==> config.mk <==
export PLATFORM = sky130hd
export DESIGN_NAME = irqv_unit
export DESIGN_NICKNAME = d
export VERILOG_FILES = /design/src/rtl/irqv_pkg.sv /design/src/rtl/irqv_decode.sv /design/src/rtl/irqv_src.sv /design/src/rtl/irqv_vecsel.sv /design/src/rtl/irqv_unit.sv
export SDC_FILE = /design/constraint.sdc
export NUM_CORES = 1
export LEC_CHECK = 0
export ABC_CLOCK_PERIOD_IN_PS = 2900
export CORE_ASPECT_RATIO = 0.6
export CORE_MARGIN = 4
export CORE_UTILIZATION = 48
export CTS_BUF_LIST = sky130_fd_sc_hd__clkbuf_4 sky130_fd_sc_hd__clkbuf_8 sky130_fd_sc_hd__clkbuf_16
export CTS_CLUSTER_DIAMETER = 40
export DETAILED_ROUTE_END_ITERATION = 12
export MAX_ROUTING_LAYER = met4
export PLACE_DENSITY = 0.79
export SYNTH_ARGS = -nofsm -noshare
export SYNTH_HDL_FRONTEND = slang
export SYNTH_SLANG_ARGS = --single-unit
==> constraint.sdc <==
create_clock -name clk -period 2.9 [get_ports clk]
set_input_delay 0.58 -clock clk [delete_from_list [all_inputs] [get_ports clk]]
set_output_delay 0.58 -clock clk [all_outputs]
set_load 0.005 [all_outputs]
==> src/rtl/irqv_pkg.sv <==
package irqv_pkg;
   localparam int VEC_W = 8;

   // number of address bits needed to reach n registers (at least 1)
   function automatic int loc_bits(input int n);
      int b;
      b = 1;
      while ((1 << b) < n) b++;
      return b;
   endfunction
endpackage

==> src/rtl/irqv_decode.sv <==
module irqv_decode #(
   parameter int ADDR_W    = 8,
   parameter int NREG      = 6,
   parameter int LOC_W     = 3,
   parameter int BASE_ADDR = 'h40
) (
   input  logic              clk,
   input  logic              rst,
   input  logic              req_n,
   input  logic              rd_n,
   input  logic              wr_n,
   input  logic [ADDR_W-1:0] addr,
   output logic [NREG-1:0]   rd_sel,
   output logic [NREG-1:0]   wr_sel
);
   localparam int HI_W = ADDR_W - LOC_W;
   localparam logic [HI_W-1:0] BASE_HI = HI_W'(BASE_ADDR >> LOC_W);

   logic             blk_hit;
   logic [LOC_W-1:0] offs;

   assign blk_hit = !req_n && (addr[ADDR_W-1:LOC_W] == BASE_HI);
   assign offs    = addr[LOC_W-1:0];

   for (genvar r = 0; r < NREG; r++) begin : g_sel
      assign rd_sel[r] = blk_hit && !rd_n && (offs == LOC_W'(r));
      assign wr_sel[r] = blk_hit && !wr_n && (offs == LOC_W'(r));
   end

   // at most one register is ever addressed
   assert_one_rdsel_R9: assert property (@(posedge clk) disable iff (rst)
      $onehot0(rd_sel));
   assert_no_sel_when_idle_R10: assert property (@(posedge clk) disable iff (rst)
      req_n |-> (rd_sel == '0 && wr_sel == '0));
endmodule

==> src/rtl/irqv_src.sv <==
module irqv_src #(
   parameter int          DATA_W   = 8,
   parameter logic [DATA_W-1:0] MASK_RST = '0
) (
   input  logic              clk,
   input  logic              rst,
   input  logic [DATA_W-1:0] evt,
   input  logic [DATA_W-1:0] wdata,
   input  logic              st_wr,
   input  logic              mk_wr,
   output logic [DATA_W-1:0] status,
   output logic [DATA_W-1:0] mask,
   output logic              flag
);
   logic [DATA_W-1:0] clr_bits;
   logic [DATA_W-1:0] st_next;

   assign clr_bits = st_wr ? wdata : '0;
   assign st_next  = (status | evt) & ~clr_bits;

   always_ff @(posedge clk) begin
      if (rst) begin
         status <= '0;
         mask   <= MASK_RST;
         flag   <= 1'b0;
      end else begin
         status <= st_next;
         if (mk_wr) mask <= wdata;
         flag <= |(status & ~mask);
      end
   end

   assert_clear_wins_R3: assert property (@(posedge clk) disable iff (rst)
      st_wr |=> ((status & $past(wdata)) == '0));
   assert_sticky_R2: assert property (@(posedge clk) disable iff (rst)
      !st_wr |=> ((status & $past(status)) == $past(status)));
   assert_mask_load_R4: assert property (@(posedge clk) disable iff (rst)
      mk_wr |=> (mask == $past(wdata)));
   assert_flag_lag_R5: assert property (@(posedge clk) disable iff (rst)
      1'b1 |=> (flag == |($past(status) & ~$past(mask))));
endmodule

==> src/rtl/irqv_vecsel.sv <==
module irqv_vecsel #(
   parameter int DATA_W  = 8,
   parameter int NUM_SRC = 3,
   parameter int NREG    = 6,
   parameter logic [NUM_SRC*irqv_pkg::VEC_W-1:0] VEC_CODES = '0
) (
   input  logic                   clk,
   input  logic                   rst,
   input  logic [NUM_SRC-1:0]     flags,
   input  logic [NREG*DATA_W-1:0] reg_vals,
   input  logic [NREG-1:0]        rd_sel,
   output logic [DATA_W-1:0]      rdata,
   output logic                   oe,
   output logic                   irq_n
);
   import irqv_pkg::*;

   logic [VEC_W-1:0]  vec;
   logic [DATA_W-1:0] reg_mux;

   // lowest-numbered flagged source wins: scan from top so the last hit stays
   always_comb begin
      vec = '0;
      for (int s = NUM_SRC - 1; s >= 0; s--) begin
         if (flags[s]) vec = VEC_CODES[s*VEC_W +: VEC_W];
      end
   end

   // AND-OR read mux; selects are one-hot or empty
   always_comb begin
      reg_mux = '0;
      for (int r = 0; r < NREG; r++) begin
         reg_mux |= reg_vals[r*DATA_W +: DATA_W] & {DATA_W{rd_sel[r]}};
      end
   end

   assign oe    = |rd_sel;
   assign rdata = oe ? reg_mux : DATA_W'(vec);
   assign irq_n = ~|flags;

   assert_vec_zero_R7: assert property (@(posedge clk) disable iff (rst)
      (flags == '0) |-> (vec == '0));
   assert_vec_on_idle_R8: assert property (@(posedge clk) disable iff (rst)
      (rd_sel == '0) |-> (rdata == DATA_W'(vec)));
   assert_irq_R6: assert property (@(posedge clk) disable iff (rst)
      (flags != '0) |-> !irq_n);
endmodule

==> src/rtl/irqv_unit.sv <==
module irqv_unit #(
   parameter int NUM_SRC   = 3,
   parameter int DATA_W    = 8,
   parameter int ADDR_W    = 8,
   parameter int BASE_ADDR = 'h40,
   parameter logic [NUM_SRC*8-1:0]      VEC_CODES = 24'h30_20_10,
   parameter logic [NUM_SRC*DATA_W-1:0] MASK_INIT = 24'hFF_00_0F
) (
   input  logic                      clk,
   input  logic                      rst,
   input  logic                      bus_req_n,
   input  logic                      bus_rd_n,
   input  logic                      bus_wr_n,
   input  logic [ADDR_W-1:0]         bus_addr,
   input  logic [DATA_W-1:0]         bus_wdata,
   output logic [DATA_W-1:0]         bus_rdata,
   output logic                      bus_oe,
   input  logic [NUM_SRC*DATA_W-1:0] evt_set,
   output logic                      irq_n
);
   import irqv_pkg::*;

   localparam int NREG  = 2 * NUM_SRC;
   localparam int LOC_W = loc_bits(NREG);

   if (NUM_SRC < 1) begin : g_bad_src
      $error("irqv_unit: NUM_SRC must be at least 1");
   end
   if (DATA_W < VEC_W) begin : g_bad_dw
      $error("irqv_unit: DATA_W must hold the 8-bit vector");
   end
   if (LOC_W >= ADDR_W) begin : g_bad_aw
      $error("irqv_unit: ADDR_W too small for the register bank");
   end
   if ((BASE_ADDR % (1 << LOC_W)) != 0) begin : g_bad_base
      $error("irqv_unit: BASE_ADDR must be aligned to the bank size");
   end

   logic [NREG-1:0]        rd_sel;
   logic [NREG-1:0]        wr_sel;
   logic [NUM_SRC-1:0]     flags;
   logic [NREG*DATA_W-1:0] reg_vals;

   irqv_decode #(
      .ADDR_W   (ADDR_W),
      .NREG     (NREG),
      .LOC_W    (LOC_W),
      .BASE_ADDR(BASE_ADDR)
   ) u_dec (
      .clk   (clk),
      .rst   (rst),
      .req_n (bus_req_n),
      .rd_n  (bus_rd_n),
      .wr_n  (bus_wr_n),
      .addr  (bus_addr),
      .rd_sel(rd_sel),
      .wr_sel(wr_sel)
   );

   for (genvar s = 0; s < NUM_SRC; s++) begin : g_src
      irqv_src #(
         .DATA_W  (DATA_W),
         .MASK_RST(MASK_INIT[s*DATA_W +: DATA_W])
      ) u_src (
         .clk   (clk),
         .rst   (rst),
         .evt   (evt_set[s*DATA_W +: DATA_W]),
         .wdata (bus_wdata),
         .st_wr (wr_sel[2*s]),
         .mk_wr (wr_sel[2*s+1]),
         .status(reg_vals[(2*s)*DATA_W +: DATA_W]),
         .mask  (reg_vals[(2*s+1)*DATA_W +: DATA_W]),
         .flag  (flags[s])
      );
   end

   irqv_vecsel #(
      .DATA_W   (DATA_W),
      .NUM_SRC  (NUM_SRC),
      .NREG     (NREG),
      .VEC_CODES(VEC_CODES)
   ) u_vsel (
      .clk     (clk),
      .rst     (rst),
      .flags   (flags),
      .reg_vals(reg_vals),
      .rd_sel  (rd_sel),
      .rdata   (bus_rdata),
      .oe      (bus_oe),
      .irq_n   (irq_n)
   );

   assert_reset_idle_R1: assert property (@(posedge clk)
      rst |=> (irq_n && flags == '0));
endmodule

==> impl_metrics.ini, run 1 <==
[worst_setup_path]
timing.rr.start = g_src[2].u_src.mask[2]
cp-end-kind = primary output
worst_setup_path_start_kind = input port
worst_path_largest_cell_delay_ps = 540
cpMostUsedCell = clkdlybuf4s50_1
worstPathRequired_ps = 2320
worstRegToRegCells = 3
r2r_slack_ps = 1910
slowest_stage = clkdlybuf4s50_1
timing.rr.end = g_src[2].u_src.flag
crit_arrival_ps = 2230
criticalPathCategory = in2out
crit_fanout = 3
critical_path.cell_chain = clkdlybuf4s50_1 -> nor4b_4 -> nand3b_4 -> a21oi_2 -> clkdlybuf4s50_1

[final_layout]
antenna_cells = 0
area_delta_synth_final_pct = 36.72
fin_cells = 408
final_nets = 389
post-route-util_pct = 70.51
final_common_cell = nor2_1
final_cell_mix = nor2_1 (60), dfxtp_1 (51), clkdlybuf4s50_1 (44), inv_1 (34), a211oi_1 (24)
drive_above_1_share_pct = 14.49
finalInstanceArea_sq_um = 3336

[power_and_ir_drop]
ir_drop_mv = 0.2686
p_leak_nw = 1.562
p_per_area_nw_per_um2 = 441.4
fin_total_pwr_mw = 1.472

[sta]
worst_pin_slew_ps = 570.3
finalCritPeriodShare_pct = 96.94
fin_skew_ps = 7.924
fmax_mhz = 355.7
tns_ps = 0
rsz0062_at_grt = no
setup_slack_ps = 88.66
min_period_ps = 2811
finalHoldWorstSlack_ps = 499.0
maxSlewHeadroom_pct = 61.69
slew_violations = 0
setup_violations = 0
hold_viol = 0

[worst_hold_path]
hold_path_depth = 1
min_path_type = reg2reg
min_to = g_src[2].u_src.mask[7]
hp-start = g_src[2].u_src.mask[7]

[route]
ant_nets = 0
vias = 2328
routed_wl_microns = 6989
avgViaCountPerCell = 5.706
route.detailed.drc = 0
drt_iter0_drc = 159
post_drt_wl_per_cell_microns = 17.13
dr.pass1.iters = 5

[placement]
place_ws_ps = -187.4
io_buffers = 54
place.gp.congestion = 0.8607
hpwl_microns = 4977
dp.cells = 396
placed_area_sq_um = 3138

[cts]
tritoncts = built
clk_path_buf_depth = 2
cts.clk_slew.worst_paths_ps = 90
root_buffer = clkbuf_8
clk_latency_ps = 310
cts_buffers = 5
cts_sinks = 51
cts_max_level = 2

[grt]
grt_max_degree = 52
antenna_found_initial = 0
grt_usage_pct = 23.28
grt_pass1_vias = 2249
grt-ovfl-total = 0
grt_pass1_wl_microns = 11170

[yosys]
synth.ff_latch_count = 51
synth_fp_nets = 320
yosysWarnings = 0
synth_cell_types = 30
syn_area_sq_um = 2440
syn_inst = 275
ys_seq_area_share_pct = 41.85
avgSynthCellArea_sq_um = 8.872

[status]
status = complete, no violations

[floorplan]
floorplan.die_area_sq_um = 6325
die_x_microns = 100.0
core-area_sq_um = 4731
ios = 55
die_h_microns = 63.23
initial_utilization_pct = 51.57
fp-row-count = 19

[flow_run]
max-cap-violations = 0
-- final cells by class --
cell class                 count  area, sq um
clock inverter                 3        43.79
timing repair buffer          77        760.7
clock buffer                   5        68.82
inverter                      34        127.6
multi-input combinational    175         1235
tap                           63        78.83
sequential                    51         1021
fill                         353         1395
-- cells in the mapped netlist (all sizes together) --
master	count	area (sq um)
nor2	61	229.0
a221oi	4	35.03
dfxtp	51	1021
o22a	1	8.760
nand2	8	30.03
inv	34	127.6
o22ai	9	56.30
nor2b	1	6.260
buf	7	46.29
nor3b	1	7.510
a22oi	8	60.06
o32ai	1	8.760
a211o	12	105.1
nor4b	1	23.77
mux4	7	157.7
a211oi	24	180.2
and4	1	10.01
nand4	2	25.02
o21ai	7	35.03
nand3b	1	11.26
mux2	2	22.52
clkbuf	8	30.03
nor4	2	27.53
mux2i	13	130.1
nand3	3	15.01
nor3	2	10.01
a21oi	4	20.02
-- layer usage --
| metal | vias up | part of all wire (%) | track usage (%) | wire length, microns |
|---|---|---|---|---|
| met2 | 121 | 45 | 36.13 | 3112 |
| li1 | 1112 | - | - | - |
| met1 | 1072 | 42 | 29.09 | 2944 |
| met5 | - | 0 | - | 0 |
| met3 | 23 | 11 | 8.269 | 779 |
| met4 | 0 | 2.2 | 5.714 | 153 |
-- worst max-delay path by stage --
stage	startpoint	end	slack, ps	depth (start not counted)
after global placement	bus_addr[2]	bus_rdata[5]	-190	6
after CTS	bus_addr[5]	bus_rdata[4]	-10	6
after detailed placement	bus_addr[2]	bus_rdata[4]	-190	6
after floorplan	bus_addr[2]	bus_rdata[1]	620	5
final	bus_addr[5]	bus_oe	90	5
after global routing	bus_addr[5]	bus_oe	20	5
-- power breakdown --
group / internal, mW / total [mW] / switching (mW)
combinational: 0.129 / 0.224 / 0.0956
sequential: 0.726 / 0.748 / 0.0215
clock: 0.257 / 0.500 / 0.243
total: 1.11 / 1.47 / 0.360
-- sequential cells by signal, summed over array words and instances, names as in the netlist --
register and flops:
g_src.u_src.mask 24, g_src.u_src.flag 3, g_src.u_src.status 24
-- timing repair --
| item | 4_1_cts | 5_1_grt |
|---|---|---|
| hold buffers | 0 | 0 |
| setup buffers | 2 | 0 |
| gates cloned | 2 | 0 |
| resized for setup | 11 | 6 |
| setup endpoints to repair | 9 | 6 |
| pin swaps | 1 | 0 |
-- critical path, delay by kind of cell --
family / cells / cell delay, ps
and+or+nand+nor: 2 / 500
buffers and inverters: 2 / 980
AOI/OAI and AO/OA: 1 / 160
-- cell families after synthesis --
group | after synthesis | share of synthesized area [%]
simple gates | 83 | 16.21
buf+inv | 49 | 8.359
mux | 22 | 12.72
flops | 51 | 41.85
compound gates | 70 | 20.87
(Power assumes the default switching activity.)
==> run 2, diff against run 1 <==
- TNS_END_PERCENT: not set -> 20
==> run 2 against run 1 <==
Effect of this change: register-to-register slack about the same; flip-flop and latch count did not move; routed wire length decreased by 1.7%; clock power hardly changed; setup slack worse by 12 ps; critical path type unchanged; largest power group unchanged; maximum frequency fell by 0.41%; largest cell class unchanged; highest routed layer unchanged.
==> impl_metrics.ini, run 2 (synthesis gave the netlist of run 1 again) <==
[floorplan]
floorplan.die_area_sq_um = 6325
die_h_microns = 63.23
initial_utilization_pct = 51.57
die_x_microns = 100.0
ios = 55
core-area_sq_um = 4731
fp-row-count = 19

[worst_setup_path]
worst_path_largest_cell_delay_ps = 540
crit_arrival_ps = 2240
criticalPathCategory = in2out
worst_setup_path_start_kind = input port
slowest_stage = clkdlybuf4s50_1
critical_path.cell_chain = clkdlybuf4s50_1 -> nor4b_4 -> nand3b_4 -> a21oi_2 -> clkdlybuf4s50_1
cpMostUsedCell = clkdlybuf4s50_1
crit_fanout = 3
cp-end-kind = primary output
worstPathRequired_ps = 2320

[final_layout]
area_delta_synth_final_pct = 35.59
final_common_cell = nor2_1
drive_above_1_share_pct = 13.45
fillers = 360
final_cell_mix = nor2_1 (60), dfxtp_1 (51), clkdlybuf4s50_1 (45), inv_1 (34), a211oi_1 (24)
fin_cells = 405
final_nets = 386
largest_registers = g_src.u_src.mask: 24 flops, g_src.u_src.status: 24 flops, g_src.u_src.flag: 3 flops
antenna_cells = 0
post-route-util_pct = 69.93
finalInstanceArea_sq_um = 3308

[sta]
finalCritPeriodShare_pct = 97.34
min_period_ps = 2823
setup_violations = 0
hold_viol = 0
fin_skew_ps = 4.959
worst_pin_slew_ps = 567.8
tns_ps = 0
slew_violations = 0
rsz0062_at_grt = no
finalHoldWorstSlack_ps = 499.5
maxSlewHeadroom_pct = 61.86
setup_slack_ps = 77.09
fmax_mhz = 354.2

[cts]
clk_path_buf_depth = 2
cts.clk_slew.worst_paths_ps = 90
cts_setup_buffers = 0
cts_sinks = 51
cts_max_level = 2
root_buffer = clkbuf_8
cts_buffers = 5
cts_hold_buffers = 0
clk_latency_ps = 310
tritoncts = built

[route]
ant_nets = 0
top_layer = met4
drt-met1-wl_microns = 2992
wl_met3_microns = 675
route.detailed.drc = 0
vias = 2277
routed_wl_microns = 6873
wl_met2_microns = 3088
dr.pass1.iters = 4
drt_iter0_drc = 149
avgViaCountPerCell = 5.622
post_drt_wl_per_cell_microns = 16.97

[grt]
grt-ovfl-total = 0
grt_pass1_vias = 2211
grt_pass1_wl_microns = 10870
grt_max_degree = 52
antenna_found_initial = 0
grt_usage_pct = 22.61

[placement]
io_buffers = 54
place_ws_ps = -187.4
placed_area_sq_um = 3138
dp.cells = 396
hpwl_microns = 4977
place.gp.congestion = 0.8607

[power_and_ir_drop]
p_per_area_nw_per_um2 = 443.9
ir_drop_mv = 0.2683
fin_total_pwr_mw = 1.468
p_leak_nw = 1.518

[worst_hold_path]
min_path_type = reg2reg

[status]
status = complete, no violations

[flow_run]
max-cap-violations = 0
==> run 2: path summary, 6_finish.rpt <==
kind / startpoint / end / cells past startpoint / slack, ps
worst max-delay path: bus_req_n / bus_oe / 5 / 80
worst max register to register: g_src[2].u_src.mask[3] / g_src[2].u_src.flag / 3 / 1920
worst min register to register: g_src[2].u_src.mask[7] / g_src[2].u_src.mask[7] / 1 / 500
worst min-delay path: g_src[2].u_src.mask[7] / g_src[2].u_src.mask[7] / 1 / 500
==> run 2: report_power, final <==
group	internal, mW	switching (mW)	leakage [nW]	total [mW]
Clock	0.257	0.241	0.0581	0.498
Combinational	0.128	0.0945	1.04	0.222
Sequential	0.726	0.0213	0.420	0.748
Total	1.11	0.357	1.52	1.47
==> run 2: what timing repair did <==
| item | in CTS | in global routing |
|---|---|---|
| cloned | 1 | 0 |
| gates resized for setup | 11 | 5 |
| hold endpoints to repair | 0 | 0 |
| setup endpoints to repair | 9 | 4 |
| pin swaps | 0 | 2 |
==> run 2: layout make-up <==
cell class / instances / area, sq um / area share [%]
clock buffers: 5 / 68.82 / 2.080
clock inverters: 3 / 43.79 / 1.324
inverters: 34 / 127.6 / 3.858
multi-input cells: 175 / 1235 / 37.33
flip-flops and latches: 51 / 1021 / 30.86
well taps: 63 / 78.83 / 2.383
repair buffers: 74 / 733.2 / 22.16
==> run 2: routing by layer <==
| metal | up-vias | GRT usage, % |
|---|---|---|
| li1 | 1104 | - |
| met2 | 94 | 35.47 |
| met1 | 1064 | 28.15 |
| met3 | 15 | 8.379 |
| met5 | - | - |
| met4 | 0 | 4.538 |
==> run 2: worst max-delay path, delay by kind of cell <==
kind                   cells  cell delay [ps]
buffers and inverters      2              990
AOI/OAI and AO/OA          1              160
and+or+nand+nor            2              510
